`src/rtl/spc_pkg.sv`:
```
package spc_pkg;
  localparam int SPC_BE_W   = 8;
  localparam int SPC_EVT_N  = 7;

  // event index order is also the bit order of the event vector
  typedef enum logic [2:0] {
    SPC_NONE      = 3'd0,
    SPC_STOP_GNT  = 3'd1,
    SPC_FLUSH_ACK = 3'd2,
    SPC_WRBACK    = 3'd3,
    SPC_HALT      = 3'd4,
    SPC_INVAL     = 3'd5,
    SPC_SHUTDOWN  = 3'd6,
    SPC_UNKNOWN   = 3'd7
  } spc_kind_e;

  localparam logic [SPC_BE_W-1:0] BE_CODE_FB = 8'hFB;
  localparam logic [SPC_BE_W-1:0] BE_CODE_EF = 8'hEF;
  localparam logic [SPC_BE_W-1:0] BE_CODE_F7 = 8'hF7;
  localparam logic [SPC_BE_W-1:0] BE_CODE_FD = 8'hFD;
  localparam logic [SPC_BE_W-1:0] BE_CODE_FE = 8'hFE;
endpackage

```
`src/rtl/spc_capture.sv`:
```
module spc_capture
  import spc_pkg::*;
#(
  parameter int ADDR_W  = 32,
  parameter int ADDR_LO = 3
) (
  input  logic                    clk,
  input  logic                    rst_n,
  input  logic                    idle,
  input  logic                    strobe_n,
  input  logic                    dc,
  input  logic                    mio,
  input  logic                    wr,
  input  logic [SPC_BE_W-1:0]     be_n,
  input  logic [ADDR_W-1:ADDR_LO] addr,
  output logic                    take,
  output logic [SPC_BE_W-1:0]     hold_be,
  output logic [ADDR_W-1:ADDR_LO] hold_addr
);
  logic ctrl_special;

  // fixed control combination marks a special cycle
  assign ctrl_special = !dc && !mio && wr;
  assign take         = idle && !strobe_n && ctrl_special;

  always_ff @(posedge clk) begin
    if (!rst_n) begin
      hold_be   <= '1;
      hold_addr <= '0;
    end else if (take) begin
      hold_be   <= be_n;
      hold_addr <= addr;
    end
  end
endmodule

```
`src/rtl/spc_decode.sv`:
```
module spc_decode
  import spc_pkg::*;
#(
  parameter int ADDR_W  = 32,
  parameter int ADDR_LO = 3
) (
  input  logic [SPC_BE_W-1:0]     hold_be,
  input  logic [ADDR_W-1:ADDR_LO] hold_addr,
  output spc_kind_e               kind
);
  localparam int SEL_LO = ADDR_LO;
  localparam int SEL_HI = ADDR_LO + 1;
  localparam int UP_LO  = ADDR_LO + 2;

  logic       upper_clear;
  logic [1:0] sel;

  assign upper_clear = ~|hold_addr[ADDR_W-1:UP_LO];
  assign sel         = hold_addr[SEL_HI:SEL_LO];

  always_comb begin
    kind = SPC_UNKNOWN;
    if (upper_clear) begin
      unique case (sel)
        2'b10: if (hold_be == BE_CODE_FB) kind = SPC_STOP_GNT;
        2'b00: begin
          case (hold_be)
            BE_CODE_EF: kind = SPC_FLUSH_ACK;
            BE_CODE_F7: kind = SPC_WRBACK;
            BE_CODE_FB: kind = SPC_HALT;
            BE_CODE_FD: kind = SPC_INVAL;
            BE_CODE_FE: kind = SPC_SHUTDOWN;
            default:    kind = SPC_UNKNOWN;
          endcase
        end
        default: kind = SPC_UNKNOWN;
      endcase
    end
  end
endmodule

```
`src/rtl/spc_ready_timer.sv`:
```
module spc_ready_timer #(
  parameter int WAIT_W = 3
) (
  input  logic              clk,
  input  logic              rst_n,
  input  logic              take,
  input  logic [WAIT_W-1:0] wait_in,
  output logic              busy,
  output logic              fire
);
  logic [WAIT_W-1:0] remain;

  assign fire = busy && (remain == '0);

  always_ff @(posedge clk) begin
    if (!rst_n) begin
      busy   <= 1'b0;
      remain <= '0;
    end else if (take) begin
      busy   <= 1'b1;
      remain <= wait_in;
    end else if (fire) begin
      busy   <= 1'b0;
    end else if (busy) begin
      remain <= remain - 1'b1;
    end
  end
endmodule

```
`src/rtl/spc_cycle_responder.sv`:
```
module spc_cycle_responder
  import spc_pkg::*;
#(
  parameter int ADDR_W = 32,
  parameter int WAIT_W = 3
) (
  input  logic                clk,
  input  logic                rst_n,
  input  logic [WAIT_W-1:0]   cfg_wait,
  input  logic                bus_strobe_n,
  input  logic                bus_dc,
  input  logic                bus_mio,
  input  logic                bus_wr,
  input  logic [SPC_BE_W-1:0] bus_be_n,
  input  logic [ADDR_W-1:3]   bus_addr,
  output logic                rdy_n,
  output logic                evt_stop_grant,
  output logic                evt_flush_ack,
  output logic                evt_writeback,
  output logic                evt_halt,
  output logic                evt_flush,
  output logic                evt_shutdown,
  output logic                evt_unknown
);
  localparam int ADDR_LO = 3;

  logic                    busy;
  logic                    take;
  logic                    fire;
  logic [SPC_BE_W-1:0]     hold_be;
  logic [ADDR_W-1:ADDR_LO] hold_addr;
  spc_kind_e               kind;
  logic [SPC_EVT_N-1:0]    evt_vec;

  spc_capture #(.ADDR_W(ADDR_W), .ADDR_LO(ADDR_LO)) u_capture (
    .clk(clk), .rst_n(rst_n), .idle(!busy),
    .strobe_n(bus_strobe_n), .dc(bus_dc), .mio(bus_mio), .wr(bus_wr),
    .be_n(bus_be_n), .addr(bus_addr),
    .take(take), .hold_be(hold_be), .hold_addr(hold_addr)
  );

  spc_decode #(.ADDR_W(ADDR_W), .ADDR_LO(ADDR_LO)) u_decode (
    .hold_be(hold_be), .hold_addr(hold_addr), .kind(kind)
  );

  spc_ready_timer #(.WAIT_W(WAIT_W)) u_timer (
    .clk(clk), .rst_n(rst_n), .take(take), .wait_in(cfg_wait),
    .busy(busy), .fire(fire)
  );

  genvar k;
  generate
    for (k = 0; k < SPC_EVT_N; k++) begin : g_evt
      assign evt_vec[k] = fire && (kind == spc_kind_e'(k + 1));
    end
  endgenerate

  assign rdy_n          = !fire;
  assign evt_stop_grant = evt_vec[0];
  assign evt_flush_ack  = evt_vec[1];
  assign evt_writeback  = evt_vec[2];
  assign evt_halt       = evt_vec[3];
  assign evt_flush      = evt_vec[4];
  assign evt_shutdown   = evt_vec[5];
  assign evt_unknown    = evt_vec[6];
endmodule

```
`config.mk`:
```
export PLATFORM = sky130hd
export DESIGN_NAME = spc_cycle_responder
export DESIGN_NICKNAME = d
export VERILOG_FILES = /design/src/rtl/spc_pkg.sv /design/src/rtl/spc_capture.sv /design/src/rtl/spc_decode.sv /design/src/rtl/spc_ready_timer.sv /design/src/rtl/spc_cycle_responder.sv
export SDC_FILE = /design/constraint.sdc
export NUM_CORES = 1
export LEC_CHECK = 0
export CAP_MARGIN = 10
export CORE_MARGIN = 2
export CORE_UTILIZATION = 48
export DETAILED_ROUTE_END_ITERATION = 16
export PLACE_DENSITY = 0.86
export SYNTH_ARGS = -nofsm -noshare
export SYNTH_HDL_FRONTEND = slang
export SYNTH_HIERARCHICAL = 1
export SYNTH_SLANG_ARGS = --single-unit
```
`constraint.sdc`:
```
create_clock -name clk -period 2.25 [get_ports clk]
set_input_delay 0.3375 -clock clk [delete_from_list [all_inputs] [get_ports clk]]
set_output_delay 0.3375 -clock clk [all_outputs]
set_load 0.005 [all_outputs]
```
==> results.yml, run 1 <==
status:
  outcome: "finished, violations left"
  violations: "negative setup slack"
setup_path:
  start_kind: "register"
  worstPathMaxFanout: 6
  path_class: "register to output port"
  cp.required_ns: 1.91
  end_kind: "output port"
  r2r_slack_ns: 0.73
  arrival_ns: 2.03
routing:
  drc: 0
  viasPerCell: 5.098
  wl_per_cell_um: 13.03
  drt_iter0_drc: 44
  drtAntennaViolNets: 0
  routed_wl_um: 4379
  dr_total_vias: 1713
  drtPass1Iterations: 4
die:
  ioPinCount: 54
  core_um2: 4058
  die_h_um: 69.38
  start_util_pct: 50.57
  rows: 23
  dieArea_um2: 4814
  die_x_um: 69.38
logic_synthesis:
  yosys.area.top_type: "dfxtp_1"
  syn_inst: 228
  synth_area_um2: 2052
  postSynthNetCount: 276
  async_flop_share_pct: 0
  yosysTopAreaCellShare_pct: 40.00
  ys_ff_latch: 41
  synth_edf_count: 0
  synth.distinct_cells: 34
  synth_most_common_cell: "nand2_1"
  synth.area.top_cells: "dfxtp_1 (40%), mux2i_1 (19%), nand2_1 (11%), nor2b_1 (5.2%), nor4_2 (2.4%)"
  ys.flop_type: "dfxtp_1"
  yosysSeqAreaShare_pct: 40.00
  synth_common_cells: "nand2_1 (62), dfxtp_1 (41), mux2i_1 (38)"
  avgSynthCellArea_um2: 9.000
  ys_warn_count: 6
grt:
  grt-ovfl-total: 0
  gr-usage-all-layers_pct: 19.39
  antenna_found_initial: 0
  grt_pass1_vias: 1784
  grt_pass1_wl_um: 7686
  grt_start_max_net_pins: 49
power:
  power_uw: 1498
  powerDensity_nw_per_um2: 537.8
  power_leakage_uw: 0.001078
  ir_drop_v: 0.0004180
sta:
  setup_violations: 7
  fin_skew_ns: 0.008107
  finalMaxSlewViolations: 0
  finalWorstSetupSlack_ns: -0.1147
  timing.hold.ws_ns: 0.4686
  maxSlewHeadroom_pct: 65.72
  rsz0062_at_grt: "yes"
  hold_violations: 0
  period_share_pct: 105.1
  max_clock_freq_ghz: 0.4229
  period_minus_slack_ns: 2.365
  max_slew.worst_pin.slew_ns: 0.5142
finish:
  num_antenna_cells: 0
  stdcell_count: 336
  area_growth_syn_to_layout_pct: 35.73
  final_nets: 333
  final_area_um2: 2785
  drive_gt1_share_pct: 14.69
clock_tree:
  clk_pin_slew_ns: 0.08
  h-tree-depth: 2
  worst_skew_pair.late_latency_ns: 0.30
  cts_tree: "done"
  cts_buffers: 5
  cts_num_sinks: 41
  hold_buffers: 0
  cts_buffer_depth: 2
  root_buffer: "clkbuf_8"
min_path:
  hold_class: "register to register"
placed_design:
  dpl_cell_area_um2: 2629
  gp_congestion: 0.7486
  dp_hpwl_um: 2879
  dp_slack_ns: -0.1768
  placement.io_buffers: 53
  place_inst: 324
run:
  maxCapViolCount: 0
[report_power, final]
| part | switching, uW | internal (uW) | total, uW |
|---|---|---|---|
| Combinational | 92.8 | 138 | 230 |
| Clock | 262 | 249 | 511 |
| Sequential | 14.4 | 742 | 756 |
[timing repair]
| action | 4_1_cts | 5_1_grt |
|---|---|---|
| hold endpoints to repair | 0 | 0 |
| pin swaps | 10 | 4 |
| gates resized for setup | 37 | 5 |
| endpoints found under the setup margin | 7 | 8 |
| setup buffers | 4 | 0 |
| cloned | 0 | 0 |
[critical path: stages, from the launching register on]
cell and delay, ns:
dfxtp_2 0.34, nor4_4 0.29, nand3_1 0.15, nor3_2 0.22
nand4b_1 0.23, buf_4 0.20, and4b_1 0.17, buf_2 0.12
[sequential cells by signal (all words and copies together), names as in the netlist]
| signal | count |
|---|---|
| u_timer/remain | 3 |
| u_capture/hold_be | 8 |
| u_timer/busy | 1 |
| u_capture/hold_addr | 29 |
[per-layer routing]
layer  track usage, %  share of wire (%)  wire, um
met4            6.536               0.96        42
met1            22.40                 45      1950
met3            5.814                5.6       247
met2            33.97                 49      2139
met5                0                  0         0
[metrics by stage]
stage          utilization (%)  TNS (ns)
2_1_floorplan                -         0
3_3_place_gp             64.79   -0.5762
3_5_place_dp             64.79   -0.8807
4_1_cts                  68.09   -0.4052
5_1_grt                  68.64    -1.515
6_report                 68.64   -0.4611
[cell families after synthesis]
family | Yosys count | synth area share, %
AND/OR/NAND/NOR | 115 | 30.85
flip-flops | 41 | 40.00
multiplexers | 38 | 18.54
buffers and inverters | 19 | 5.183
AO/OA/AOI/OAI | 11 | 3.354
XOR/XNOR | 2 | 0.8538
adder cells (fa/ha/maj) | 2 | 1.219
[final timing paths]
path,endpoint,from,cells past startpoint
setup / recovery,evt_writeback,u_capture/hold_addr[25],7
hold / removal,u_capture/hold_addr[3],u_capture/hold_addr[3],2
setup reg to reg,u_capture/hold_addr[8],u_timer/busy,5
hold reg to reg,u_capture/hold_addr[3],u_capture/hold_addr[3],2
[area by class of cell]
cell class,instances,area (um2)
repair buffers,62,590.6
fillers,332,1272
inverters,7,26.28
clock buffers,6,82.58
clock inverters,2,13.76
multi-input cells,168,1185
well taps,50,62.56
flip-flops and latches,41,824.5
[cell usage in the layout (no fill, tap or decap), types with 2 or more instances in the layout]
cell	n
nor2b_1	17
clkdlybuf4s50_1	45
nand2b_1	2
clkbuf_8	6
buf_6	2
nand3_1	2
dfxtp_1	38
nand4b_1	2
and3_1	2
nand4_1	2
and4bb_1	3
dfxtp_2	3
mux2i_1	38
nor2_1	3
a21oi_1	4
buf_2	8
buf_4	5
buf_12	2
nor4_2	3
nand2_1	62
and4b_1	3
nor4_4	3
ha_1	2
o21ai_0	4
inv_1	7
Power figures use the tool's default switching activity.
==> run 2, diff against run 1 <==
--- a/config.mk
+++ b/config.mk
@@ -10,6 +10,7 @@
 export CORE_UTILIZATION = 48
 export DETAILED_ROUTE_END_ITERATION = 16
 export PLACE_DENSITY = 0.86
+export SLEW_MARGIN = 20
 export SYNTH_ARGS = -nofsm -noshare
 export SYNTH_HDL_FRONTEND = slang
 export SYNTH_HIERARCHICAL = 1
==> results of run 2 <==
Final layout, timing and power as in run 1 (identical DEF).
